`config.mk`:
```
export PLATFORM = sky130hd
export DESIGN_NAME = latched_piso
export DESIGN_NICKNAME = d
export VERILOG_FILES = /design/src/rtl/piso_pkg.sv /design/src/rtl/piso_capture_reg.sv /design/src/rtl/piso_shift_chain.sv /design/src/rtl/piso_out_stage.sv /design/src/rtl/latched_piso.sv
export SDC_FILE = /design/constraint.sdc
export NUM_CORES = 1
export LEC_CHECK = 0
export BUFFER_PORTS_ARGS = -buffer_cell sky130_fd_sc_hd__buf_2
export CORE_AREA = 2 2 39 41
export DETAILED_ROUTE_END_ITERATION = 7
export DIE_AREA = 0 0 41 43
export PLACE_DENSITY = 0.72
export SYNTH_ARGS = -nofsm -noshare
export SYNTH_HDL_FRONTEND = slang
export SYNTH_SLANG_ARGS = --single-unit
```
`constraint.sdc`:
```
create_clock -name clk -period 2.9 [get_ports clk]
set_clock_uncertainty 0.2 [all_clocks]
set_input_delay 0.29 -clock clk [delete_from_list [all_inputs] [get_ports clk]]
set_output_delay 0.29 -clock clk [all_outputs]
set_load 0.02 [all_outputs]
```
`src/rtl/piso_pkg.sv`:
```
`timescale 1ns/1ps
package piso_pkg;
  // Chain behaviour chosen by the mode input.
  typedef enum logic {
    MODE_XFER  = 1'b0,
    MODE_SHIFT = 1'b1
  } xfer_mode_e;
endpackage

```
`src/rtl/piso_capture_reg.sv`:
```
`timescale 1ns/1ps
module piso_capture_reg #(
  parameter int WIDTH = 8
) (
  input  logic             clk,
  input  logic             rst,
  input  logic             cap_stb,
  input  logic [WIDTH-1:0] par_in,
  output logic [WIDTH-1:0] cap_q
);
  always_ff @(posedge clk) begin
    if (rst)          cap_q <= '0;
    else if (cap_stb) cap_q <= par_in;
  end

  // a strobed word is held in the capture register on the next cycle
  a_r2_capture: assert property (@(posedge clk) disable iff (rst)
    cap_stb |=> cap_q == $past(par_in));
  // without a strobe the snapshot is kept
  a_r5_cap_hold: assert property (@(posedge clk) disable iff (rst)
    !cap_stb |=> $stable(cap_q));
endmodule

```
`src/rtl/piso_shift_chain.sv`:
```
`timescale 1ns/1ps
module piso_shift_chain
  import piso_pkg::*;
#(
  parameter int WIDTH = 8
) (
  input  logic             clk,
  input  logic             rst,
  input  logic             mode_i,
  input  logic             shift_stb,
  input  logic             cap_stb,
  input  logic             ser_in,
  input  logic [WIDTH-1:0] par_in,
  input  logic [WIDTH-1:0] cap_q,
  output logic [WIDTH-1:0] chain_q
);
  localparam int LAST = WIDTH - 1;

  xfer_mode_e      mode_e;
  logic [WIDTH-1:0] xfer_word;

  assign mode_e = xfer_mode_e'(mode_i);
  // Load-through: a capture in transfer mode feeds the fresh word straight in.
  assign xfer_word = cap_stb ? par_in : cap_q;

  for (genvar i = 0; i < WIDTH; i++) begin : g_stage
    logic shift_src;
    if (i == 0) begin : g_head
      assign shift_src = ser_in;
    end else begin : g_body
      assign shift_src = chain_q[i-1];
    end

    always_ff @(posedge clk) begin
      if (rst)                     chain_q[i] <= 1'b0;
      else if (mode_e == MODE_XFER) chain_q[i] <= xfer_word[i];
      else if (shift_stb)          chain_q[i] <= shift_src;
    end
  end

  // transfer mode copies the capture register, strobes for shifting ignored
  a_r3_xfer: assert property (@(posedge clk) disable iff (rst)
    (!mode_i && !cap_stb) |=> chain_q == $past(cap_q));
  // capture in transfer mode reaches the chain on the same edge
  a_r6_load_through: assert property (@(posedge clk) disable iff (rst)
    (!mode_i && cap_stb) |=> chain_q == $past(par_in));
  // a shift moves old contents, regardless of a concurrent capture
  a_r4_shift: assert property (@(posedge clk) disable iff (rst)
    (mode_i && shift_stb) |=> chain_q == {$past(chain_q[LAST-1:0]), $past(ser_in)});
  // shift mode without a shift strobe holds the chain
  a_r5_chain_hold: assert property (@(posedge clk) disable iff (rst)
    (mode_i && !shift_stb) |=> $stable(chain_q));
endmodule

```
`src/rtl/piso_out_stage.sv`:
```
`timescale 1ns/1ps
module piso_out_stage #(
  parameter int WIDTH = 8
) (
  input  logic [WIDTH-1:0] chain_q,
  input  logic             oe_n,
  output logic             ser_out,
  output logic             ser_drive
);
  localparam int LAST = WIDTH - 1;
  assign ser_out   = chain_q[LAST];
  assign ser_drive = ~oe_n;
endmodule

```
`src/rtl/latched_piso.sv`:
```
`timescale 1ns/1ps
module latched_piso #(
  parameter int WIDTH = 8
) (
  input  logic             clk,
  input  logic             rst,
  input  logic [WIDTH-1:0] par_in,
  input  logic             cap_stb,
  input  logic             shift_stb,
  input  logic             ser_mode,
  input  logic             ser_in,
  input  logic             oe_n,
  output logic             ser_out,
  output logic             ser_drive
);
  logic [WIDTH-1:0] cap_q;
  logic [WIDTH-1:0] chain_q;

  piso_capture_reg #(.WIDTH(WIDTH)) u_capture (
    .clk     (clk),
    .rst     (rst),
    .cap_stb (cap_stb),
    .par_in  (par_in),
    .cap_q   (cap_q)
  );

  piso_shift_chain #(.WIDTH(WIDTH)) u_chain (
    .clk       (clk),
    .rst       (rst),
    .mode_i    (ser_mode),
    .shift_stb (shift_stb),
    .cap_stb   (cap_stb),
    .ser_in    (ser_in),
    .par_in    (par_in),
    .cap_q     (cap_q),
    .chain_q   (chain_q)
  );

  piso_out_stage #(.WIDTH(WIDTH)) u_out (
    .chain_q   (chain_q),
    .oe_n      (oe_n),
    .ser_out   (ser_out),
    .ser_drive (ser_drive)
  );

  // the cycle after reset the serial bit is cleared
  a_r1_reset_out: assert property (@(posedge clk)
    rst |=> !ser_out);
  // the output bit only moves on a clock edge where the chain may update
  a_r8_out_stable: assert property (@(posedge clk) disable iff (rst)
    (ser_mode && !shift_stb) |=> $stable(ser_out));
endmodule

```
* Yosys cells after proc, flatten, opt, wreduce, memory -nomap -nowiden
Index checks and enable logic that the tools add are counted.
** Storage, ports and cells
- Output and inout bits :: 2
- Word-level logic and storage cells :: 28
- Register bits :: 16
- Input bits :: 15
** Operators by class
- Eq/ne operators :: 1
- Mux-type cells :: 17
- Bitwise logic cells :: 1
** Operator list (count)
- $mux 1 :: 16
- $mux 8 :: 1
- $ne 2x2->1 const B :: 1
- $not 1->1 :: 1

* Depth between registers and ports, before layout
Gate-level depths: netlist of the first run.
- Depth after elaboration :: 2
- Depth in mapped cells :: 4
- Gate-level depth less buffers :: 2

* Hierarchy
From an unflattened synthesis of the first run, not the netlist that was laid out.
** Unflattened totals
- Cells, all modules :: 73
- Area total of the unflattened synthesis :: 754.5 um^2
** Modules (own cells, without submodules)
- piso_shift_chain :: times used 1, area each 457.9 um^2, cells an instance 45, sequential area each 160.2 um^2
- piso_capture_reg :: times used 1, area each 285.3 um^2, cells an instance 26, sequential area each 160.2 um^2
- piso_out_stage :: times used 1, area each 11.3 um^2, cells an instance 2, sequential area each 0.0 um^2

* Worst setup path before layout of the first run
No wires, ideal clock.
- Path type :: input-to-reg
- Start point :: in rst
- End point :: reg u_chain.chain_q[7]
- Path buffers :: 2
- Library setup time :: 0.075 ns
- Stages :: 4
- Slack :: 1.756 ns
- Arrival :: 0.870 ns
- Data required time :: 2.625 ns
- Path through :: buf_6 or2_1 buf_6 o22ai_1
** RTL lines
- start, declared :: line latched_piso.sv:6 : input logic rst,
- end signal, assigned by index :: line piso_shift_chain.sv:36 : else if (mode_e == MODE_XFER) chain_q[i] <= xfer_word[i];
- end signal, assigned by index :: line piso_shift_chain.sv:37 : else if (shift_stb) chain_q[i] <= shift_src;
- end, declared :: line piso_shift_chain.sv:15 : output logic [WIDTH-1:0] chain_q

* Final worst setup path of the first run
- Start point :: reg u_chain.chain_q[7]
- End point :: out ser_out
** RTL lines
- end, declared :: line latched_piso.sv:13 : output logic ser_out,
No word-level cell between the ends.

==> results of run 1 <==
[metal layers]
layer / wire length (µm) / part of all wire [%]
met2: 468 / 47
met1: 442 / 45
met3: 51 / 5.2
met4: 27 / 2.7
met5: 0 / 0
[state kept, by name, summed over array words and instances, names as in the netlist]
name                       cells
u_capture.cap_q                8
u_chain.chain_q                1
u_chain.g_stage.shift_src      7
[per-stage QoR]
step                cells  hold slack, ps  util (%)
global placement       83             286      48.9
CTS                    87            69.1      51.5
finish                 87            69.8      51.5
global route           87            77.4      51.5
floorplan              56             256         -
detailed placement     83             281      48.9
[path summary, 6_finish.rpt]
kind                                         start                            to  slack (ps)
worst max-delay path            u_chain.chain_q[7]                       ser_out        1640
worst min-delay path                     par_in[0]            u_capture.cap_q[0]          70
worst max register to register  u_capture.cap_q[2]  u_chain.g_stage[3].shift_src        1980
worst min register to register  u_capture.cap_q[0]            u_capture.cap_q[0]         300
[worst reg2reg max path: cells and delay by family, from the launching register on]
| kind | cells | cell delay (ps) |
|---|---|---|
| DFF | 1 | 310 |
| AOI/OAI and AO/OA | 1 | 120 |
| muxes | 1 | 190 |
[cells in the mapped netlist]
| master | n | area (µm²) |
|---|---|---|
| clkbuf_2 | 1 | 5.00 |
| buf_6 | 2 | 22.5 |
| mux2i_1 | 16 | 160 |
| dfxtp_1 | 16 | 320 |
| nor2_1 | 8 | 30.0 |
| buf_2 | 2 | 10.0 |
| o22ai_1 | 8 | 50.1 |
| or2_1 | 1 | 6.26 |
| nand2b_1 | 1 | 6.26 |
| inv_1 | 1 | 3.75 |
[final cells by class]
cell class	count	area (µm²)
clock buffers	4	36.3
fillers	128	671
inverters	1	3.75
multi-input cells	34	253
flip-flops and latches	16	320
well taps	16	20.0
repair buffers	16	80.1
[cells by family after synthesis]
| family | share of synthesized area (%) |
|---|---|
| and+or+nand+nor | 6.93 |
| muxes | 26.1 |
| DFF | 52.1 |
| AOI/OAI and AO/OA | 8.15 |
| buffers and inverters | 6.72 |
[power groups by stage]
| stage | registers (W) | clock network (W) | logic (W) |
|---|---|---|---|
| 3_3_place_gp | 0.000242 | 0 | 0.0000480 |
| 6_report | 0.000238 | 0.000144 | 0.0000477 |
| 3_5_place_dp | 0.000243 | 0 | 0.0000484 |
| 4_1_cts | 0.000238 | 0.000148 | 0.0000485 |
| 2_1_floorplan | 0.000242 | 0 | 0.0000357 |
| 5_1_grt | 0.000239 | 0.000159 | 0.0000536 |
==> results.toml, run 1 <==
[power_and_ir_drop]
power.share.switching_pct = 22.5
leakage_nw = 0.340
comb_power_share_pct = 11.1
ir_drop_uv = 340
share_clk_of_total_power_pct = 33.5
power.density_cell_area_mw_per_mm2 = 602
p_int_w = 0.000332
total_power_w = 0.000429
p_seq_share_pct = 55.4
power.net_switching_w = 0.0000965

[cells_and_area]
post-route-cell-area_um2 = 713
post_route_cells_drive_above_1_share_pct = 28.2
antenna_cells = 0
commonest_cells_after_routing_fill_and_taps_aside = "mux2i_1 (16), buf_2 (16), dfxtp_1 (16)"
syn_to_final_growth_pct = 16.1
nets = 87

[grt]
via_count_of_the_first_global_routing_pass = 417
grt.busiest_layer = "met2"
globalRouteMet1Util_pct = 18.2
grt_antenna_before_repair = 0
grt_remaining_overflow = 0
grt_max_degree = 11
grt_use_met2_pct = 20.3
grt.total_usage_pct = 14.6
gr-usage-met3_pct = 3.14
grt_first_pass_wirelength_um = 1690

[critical_path]
cp.depth = 1
path_buf_inv = 1
path_delay_family = "flip-flops"
r2r_cells = 2
cp.arrival_ps = 770
timing.critical_path.slowest_cell_delay_ps = 330
cp-start-kind = "register"
crit_slowest_cell = "dfxtp_1"
criticalPathCategory = "register to output pin"
timing.critical_path.cells = "buf_2"
crit_fanout = 2
worst_setup_ep_type = "output pin"
cp.required_ps = 2410

[place]
place.detailed.hpwl_um = 784
portBuffers = 16
placed_area_um2 = 677
globalplace.congestion = 0.763
detailedPlace.worstSlack_ps = 1620

[timing]
setup_tns_ps = 0
timing.final.hold_violations = 0
measured_slew_at_the_worst_slew_check_pin_ps = 257
slew-limit-headroom_pct = 82.9
rsz_0062_raised_after_global_routing = "no"
timing_max_transition_violations_final = 0
max_freq_mhz = 793
layout_worst_path_cycle_share_pct = 43.5
fin_crit_ps = 1260
timing.final.setup_violations = 0
fin_ws_ps = 1640

[clock_tree]
cts-root-buf = "clkbuf_4"
cts_num_sinks = 16
clock_insertion_delay_worst_skew_ps = 290
max-clock-path-buffers = 2
tritoncts = "built"
post_cts.resized_instances = 0
cts-hold-fix-buffers = 0
cts_setup_buffers = 0
htreeDepth = 1
numCtsBuffers = 3
clkTransAtPathRegs_ps = 90

[floorplan]
rows = 14
design.core.area_mm2 = 0.00138
initial_core_utilization_pct = 44.4
die_y_um = 43
io_pins = 17
die_area_mm2 = 0.00176
chipWidth_um = 41

[drt]
post_drt_wl_per_cell_um = 11.4
drt_iter0_drc = 1
postRouteAntennaNets = 0
via_count = 434
via_per_inst = 4.99
wl_um = 990
detail_route.first_pass.iterations = 4
residual_drc = 0

[yosys]
synth.cell_area_um2 = 614
mappedNetlistNets = 71
ys_warn_count = 0
yosysUniqueCellTypes = 10
avgSynthCellArea_um2 = 11.0
synth.yosys.seq_area_share_pct = 52.1
synth_cells = 56
synth_seq_cells = 16

[min_path]
timing.hold.worst.class = "primary input to register"
holdPathStages = 3

[status]
outcome = "completed"

[run]
timing.max_cap.violations = 0
Power figures use the tool's default switching activity.
==> inputs of run 2 (changes only) <==
--- a/config.mk
+++ b/config.mk
@@ -6,10 +6,10 @@
 export NUM_CORES = 1
 export LEC_CHECK = 0
 export BUFFER_PORTS_ARGS = -buffer_cell sky130_fd_sc_hd__buf_2
-export CORE_AREA = 2 2 39 41
+export CORE_MARGIN = 1
+export CORE_UTILIZATION = 43
 export DETAILED_ROUTE_END_ITERATION = 7
-export DIE_AREA = 0 0 41 43
-export PLACE_DENSITY = 0.72
+export PLACE_DENSITY = 0.7
 export SYNTH_ARGS = -nofsm -noshare
 export SYNTH_HDL_FRONTEND = slang
 export SYNTH_SLANG_ARGS = --single-unit
==> constraint.sdc (replaced) <==
create_clock -name clk -period 1.03 [get_ports clk]
set_clock_uncertainty 0.2 [all_clocks]
set_input_delay 0.103 -clock clk [delete_from_list [all_inputs] [get_ports clk]]
set_output_delay 0.103 -clock clk [all_outputs]
set_load 0.02 [all_outputs]
==> results.toml, run 2 (synthesized netlist as in run 1, its figures left out) <==
[grt]
via_count_of_the_first_global_routing_pass = 357
grt_first_pass_wirelength_um = 1480
grt_remaining_overflow = 0
grt_max_degree = 9
grt.total_usage_pct = 14.9
grt_antenna_before_repair = 0

[status]
failed_checks = "hold timing, setup timing"
outcome = "finished with violations"

[critical_path]
timing.critical_path.slowest_cell_delay_ps = 340
crit_fanout = 2
cp.arrival_ps = 730
criticalPathCategory = "register to output pin"
crit_slowest_cell = "dfxtp_2"
timing.critical_path.cells = "buf_6"
worst_setup_ep_type = "output pin"
path_delay_family = "flip-flops"
cp.required_ps = 730
cp-start-kind = "register"
path_buf_inv = 1

[drt]
drt_iter0_drc = 17
residual_drc = 0
via_count = 431
post_drt_wl_per_cell_um = 11.4
detail_route.first_pass.iterations = 4
postRouteAntennaNets = 0
via_per_inst = 4.95
wl_um = 989

[floorplan]
chipWidth_um = 39.8
rows = 13
io_pins = 17
initial_core_utilization_pct = 46.6
die_y_um = 39.8
design.core.area_mm2 = 0.00132
die_area_mm2 = 0.00158

[min_path]
timing.hold.worst.class = "primary input to register"

[cells_and_area]
fillers = 115
multi_input_comb_area_um2 = 253
post_route_cells_drive_above_1_share_pct = 29.2
nets = 89
commonest_cells_after_routing_fill_and_taps_aside = "mux2i_1 (16), buf_2 (15), dfxtp_1 (15)"
antenna_cells = 0
largest-register = "u_capture.cap_q"
layout_commonest_cell = "mux2i_1"
syn_to_final_growth_pct = 17.7
register_area_um2 = 322
final_core_util_pct = 54.9
largest_register_ffs = 8
final-instance-count-excl-fill = 87
post-route-cell-area_um2 = 723

[place]
placed_area_um2 = 683
globalplace.congestion = 0.729
number_of_instances_in_the_placed_design = 83
portBuffers = 16
detailedPlace.worstSlack_ps = -14.7
place.detailed.hpwl_um = 733

[power_and_ir_drop]
ir_drop_uv = 812
total_power_w = 0.00112
power.density_cell_area_mw_per_mm2 = 1540
leakage_nw = 0.343

[timing]
fin_ws_ps = -0.706
measured_slew_at_the_worst_slew_check_pin_ps = 268
max_freq_mhz = 970
holdWs_ps = -93.0
rsz_0062_raised_after_global_routing = "yes"
timing_max_transition_violations_final = 0
layout_worst_path_cycle_share_pct = 100
timing.final.hold_violations = 15
slew-limit-headroom_pct = 82.1
fin_crit_ps = 1030
timing.final.setup_violations = 1

[clock_tree]
cts_num_sinks = 16
cts-hold-fix-buffers = 1
cts-root-buf = "clkbuf_4"
clock_insertion_delay_worst_skew_ps = 270
clkTransAtPathRegs_ps = 80
numCtsBuffers = 3
tritoncts = "built"
max-clock-path-buffers = 2
htreeDepth = 1

[run]
timing.max_cap.violations = 0
## run 2: layout make-up
| cell class | count | share of cell area [%] |
|---|---|---|
| Clock buffer | 3 | 3.11 |
| Inverter | 1 | 0.519 |
| Multi-Input combinational cell | 34 | 34.9 |
| Sequential cell | 16 | 44.5 |
| Tap cell | 15 | 2.60 |
| Timing Repair Buffer | 18 | 14.4 |
## run 2: worst min-delay path, stage by stage
cell and delay (ps):
buf_2 80, mux2i_1 80, nor2_1 80
## run 2: power breakdown
group / internal [W] / switching (W)
Combinational: 0.0000729 / 0.0000709
Clock: 0.000135 / 0.000167
Sequential: 0.000656 / 0.0000133
Total: 0.000864 / 0.000251
## run 2: metal layers
| layer | GRT usage (%) | routed length, µm | vias up | part of all wire [%] |
|---|---|---|---|---|
| li1 | - | - | 228 | - |
| met5 | 0 | 0 | - | 0 |
| met2 | 24.2 | 494 | 12 | 50 |
| met1 | 16.9 | 443 | 189 | 45 |
| met3 | 3.41 | 46 | 2 | 4.7 |
| met4 | 10.3 | 5 | 0 | 0.51 |
## run 2: repair_timing
action,in CTS,in global routing
resized for setup,3,0
setup buffers,0,0
endpoints found under the setup margin,1,1
hold endpoints to repair,16,12
## run 2: final timing paths
path / cells past startpoint / slack [ps] / end / startpoint
min: 3 / -90 / u_capture.cap_q[4] / par_in[4]
max: 1 / -0.7 / ser_out / u_chain.chain_q[7]
max reg2reg: 2 / 100 / u_chain.g_stage[3].shift_src / u_capture.cap_q[2]
min reg2reg: 2 / 310 / u_capture.cap_q[4] / u_capture.cap_q[4]
## run 2: stage by stage
step	setup TNS [ps]	hold WS (ps)
after global routing	-47.9	-91.0
after CTS	-3.09	-99.2
after global placement	-59.4	177
after detailed placement	-41.0	190
after floorplan	0	69.5
final	-0.706	-93.0
==> inputs of run 3 (changes only) <==
--- a/config.mk
+++ b/config.mk
@@ -5,11 +5,13 @@
 export SDC_FILE = /design/constraint.sdc
 export NUM_CORES = 1
 export LEC_CHECK = 0
+export ABC_AREA = 1
 export BUFFER_PORTS_ARGS = -buffer_cell sky130_fd_sc_hd__buf_2
-export CORE_MARGIN = 1
-export CORE_UTILIZATION = 43
+export CORE_MARGIN = 3
+export CORE_UTILIZATION = 46
 export DETAILED_ROUTE_END_ITERATION = 7
-export PLACE_DENSITY = 0.7
+export PLACE_DENSITY = 0.72
+export SLEW_MARGIN = 20
 export SYNTH_ARGS = -nofsm -noshare
 export SYNTH_HDL_FRONTEND = slang
 export SYNTH_SLANG_ARGS = --single-unit
==> results.toml, run 3 <==
[yosys]
synth_top_cells_by_count = "nand2_1 (48), nand3_1 (24), dfxtp_1 (16), a21oi_1 (8)"
synth_cells = 107
synth_top_area_share_pct = 42.3
synth-async-reset-ratio_pct = 0
yosysUniqueCellTypes = 11
synth_edf_count = 0
mappedNetlistNets = 122
synthMostInstantiatedCell = "nand2_1"
synth.yosys.seq_area_share_pct = 42.3
synth.area.top_cells = "dfxtp_1 (42%), nand2_1 (24%), nand3_1 (16%), a21oi_1 (5.3%), buf_6 (3.0%)"
synth_seq_cells = 16
avgSynthCellArea_um2 = 7.07
synth.cell_area_um2 = 757
ys_warn_count = 0
synth_ff_type = "dfxtp_1"
synth.largest_area_cell = "dfxtp_1"

[cells_and_area]
layout_commonest_cell = "nand2_1"
syn_to_final_growth_pct = 22.5
post_route_cells_drive_above_1_share_pct = 21.6
nets = 142
largest_register_ffs = 8
post-route-cell-area_um2 = 927
commonest_cells_after_routing_fill_and_taps_aside = "nand2_1 (41), nand3_1 (23), dfxtp_1 (15)"
antenna_cells = 0
final_core_util_pct = 60.8
fillers = 140
largest-register = "u_capture.cap_q"

[critical_path]
cp.arrival_ps = 730
cp-start-kind = "register"
crit_fanout = 2
worst_setup_ep_type = "output pin"
r2r_end = "u_chain.g_stage[6].shift_src"
r2r_cells = 4
setup.reg_to_reg.worst_slack_ps = 180
path_delay_family = "flip-flops"
timing.critical_path.cells = "buf_6"
criticalPathCategory = "register to output pin"
timing.critical_path.slowest_cell_delay_ps = 330
path_buf_inv = 1
cp.required_ps = 730
crit_slowest_cell = "dfxtp_2"
r2r-start = "u_chain.g_stage[6].shift_src"

[clock_tree]
cts_num_sinks = 16
clock_insertion_delay_worst_skew_ps = 280
numCtsBuffers = 3
clkTransAtPathRegs_ps = 90
max-clock-path-buffers = 2
cts-hold-fix-buffers = 9
cts-root-buf = "clkbuf_4"
htreeDepth = 1
tritoncts = "built"

[drt]
detail_route.first_pass.iterations = 4
wl_um = 1350
route.met2.wl_um = 561
via_count = 695
via_per_inst = 4.93
postRouteAntennaNets = 0
drt_iter0_drc = 16
met1Wirelength_um = 690
top_layer_used = "met4"
residual_drc = 0
met3WireLength_um = 66
post_drt_wl_per_cell_um = 9.57

[timing]
fin_ws_ps = -2.94
timing.final.setup_violations = 1
fin_crit_ps = 1030
timing.final.hold_violations = 8
holdWs_ps = -84.9
max_freq_mhz = 968
measured_slew_at_the_worst_slew_check_pin_ps = 258
slew-limit-headroom_pct = 82.8
timing_max_transition_violations_final = 0
rsz_0062_raised_after_global_routing = "yes"
layout_worst_path_cycle_share_pct = 100

[power_and_ir_drop]
share_clk_of_total_power_pct = 27.6
power.density_cell_area_mw_per_mm2 = 1270
total_power_w = 0.00118
comb_power_share_pct = 15.8
power.share.switching_pct = 25.8
p_seq_share_pct = 56.6
ir_drop_uv = 721
power.net_switching_w = 0.000304
p_int_w = 0.000873
leakage_nw = 0.493

[floorplan]
rows = 14
design.core.area_mm2 = 0.00152
chipWidth_um = 46.6
io_pins = 17
die_area_mm2 = 0.00217
die_y_um = 46.6
initial_core_utilization_pct = 49.7

[place]
portBuffers = 16
place.detailed.hpwl_um = 953
placed_area_um2 = 805
globalplace.congestion = 0.756

[status]
failed_checks = "hold timing, setup timing"
outcome = "finished with violations"

[min_path]
worstHoldEndpoint = "u_capture.cap_q[3]"
min-delay-start = "rst"
timing.hold.worst.class = "primary input to register"
holdPathStages = 2

[grt]
grt_max_degree = 17
grt_antenna_before_repair = 0
grt_remaining_overflow = 0
grt_first_pass_wirelength_um = 2330
grt.total_usage_pct = 15.0
via_count_of_the_first_global_routing_pass = 542

[run]
timing.max_cap.violations = 0
run 3: worst max-delay path by stage:
stage                             from                            to  slack, ps  cells after the start
finish              u_chain.chain_q[7]                       ser_out         -3                      1
global route        u_chain.chain_q[7]                       ser_out        -20                      1
CTS                 u_chain.chain_q[7]                       ser_out         -9                      1
detailed placement            ser_mode  u_chain.g_stage[3].shift_src         60                      4
global placement               cap_stb  u_chain.g_stage[6].shift_src         80                      6
floorplan           u_chain.chain_q[7]            u_chain.chain_q[7]        120                      4
run 3: power by group through the flow:
stage,logic [W],clock network (W),registers [W]
after floorplan,0.000125,0,0.000679
final,0.000186,0.000325,0.000666
after detailed placement,0.000155,0,0.000680
after global placement,0.000154,0,0.000679
after global routing,0.000212,0.000349,0.000670
after CTS,0.000184,0.000327,0.000666
run 3: what timing repair did:
item                                    4_1_cts  5_1_grt
hold endpoints to repair                     16        8
buffers inserted                              0        0
pin swaps                                     0        3
resized for setup                             3       10
endpoints found under the setup margin        1        9
run 3: layout make-up:
class | instances | area (µm²) | share of cell area (%)
multi-input cells | 80 | 363 | 39.1
flip-flops and latches | 16 | 322 | 34.7
repair buffers | 21 | 176 | 19.0
inverters | 5 | 23.8 | 2.56
clock buffers | 3 | 22.5 | 2.43
well taps | 16 | 20.0 | 2.16
run 3: logic make-up after synthesis:
family / synth area share [%]
simple gates: 39.7
flops: 42.3
buf+inv: 12.7
compound gates: 5.29
run 3: layer usage:
metal,vias up,global-route usage (%)
met2,16,21.4
met1,293,21.1
met3,5,2.34
li1,381,-
met4,0,8.52
met5,-,0
run 3: per-stage QoR:
step / setup TNS (ps) / hold WS (ps) / worst slack (ps) / std cells
after floorplan: 0 / 64.0 / 123 / 107
after global placement: 0 / 179 / 81.3 / 134
after detailed placement: 0 / 185 / 55.3 / 134
after CTS: -9.33 / -79.8 / -9.33 / 146
after global routing: -37.6 / -73.8 / -23.8 / 141
final: -2.94 / -84.9 / -2.94 / 141
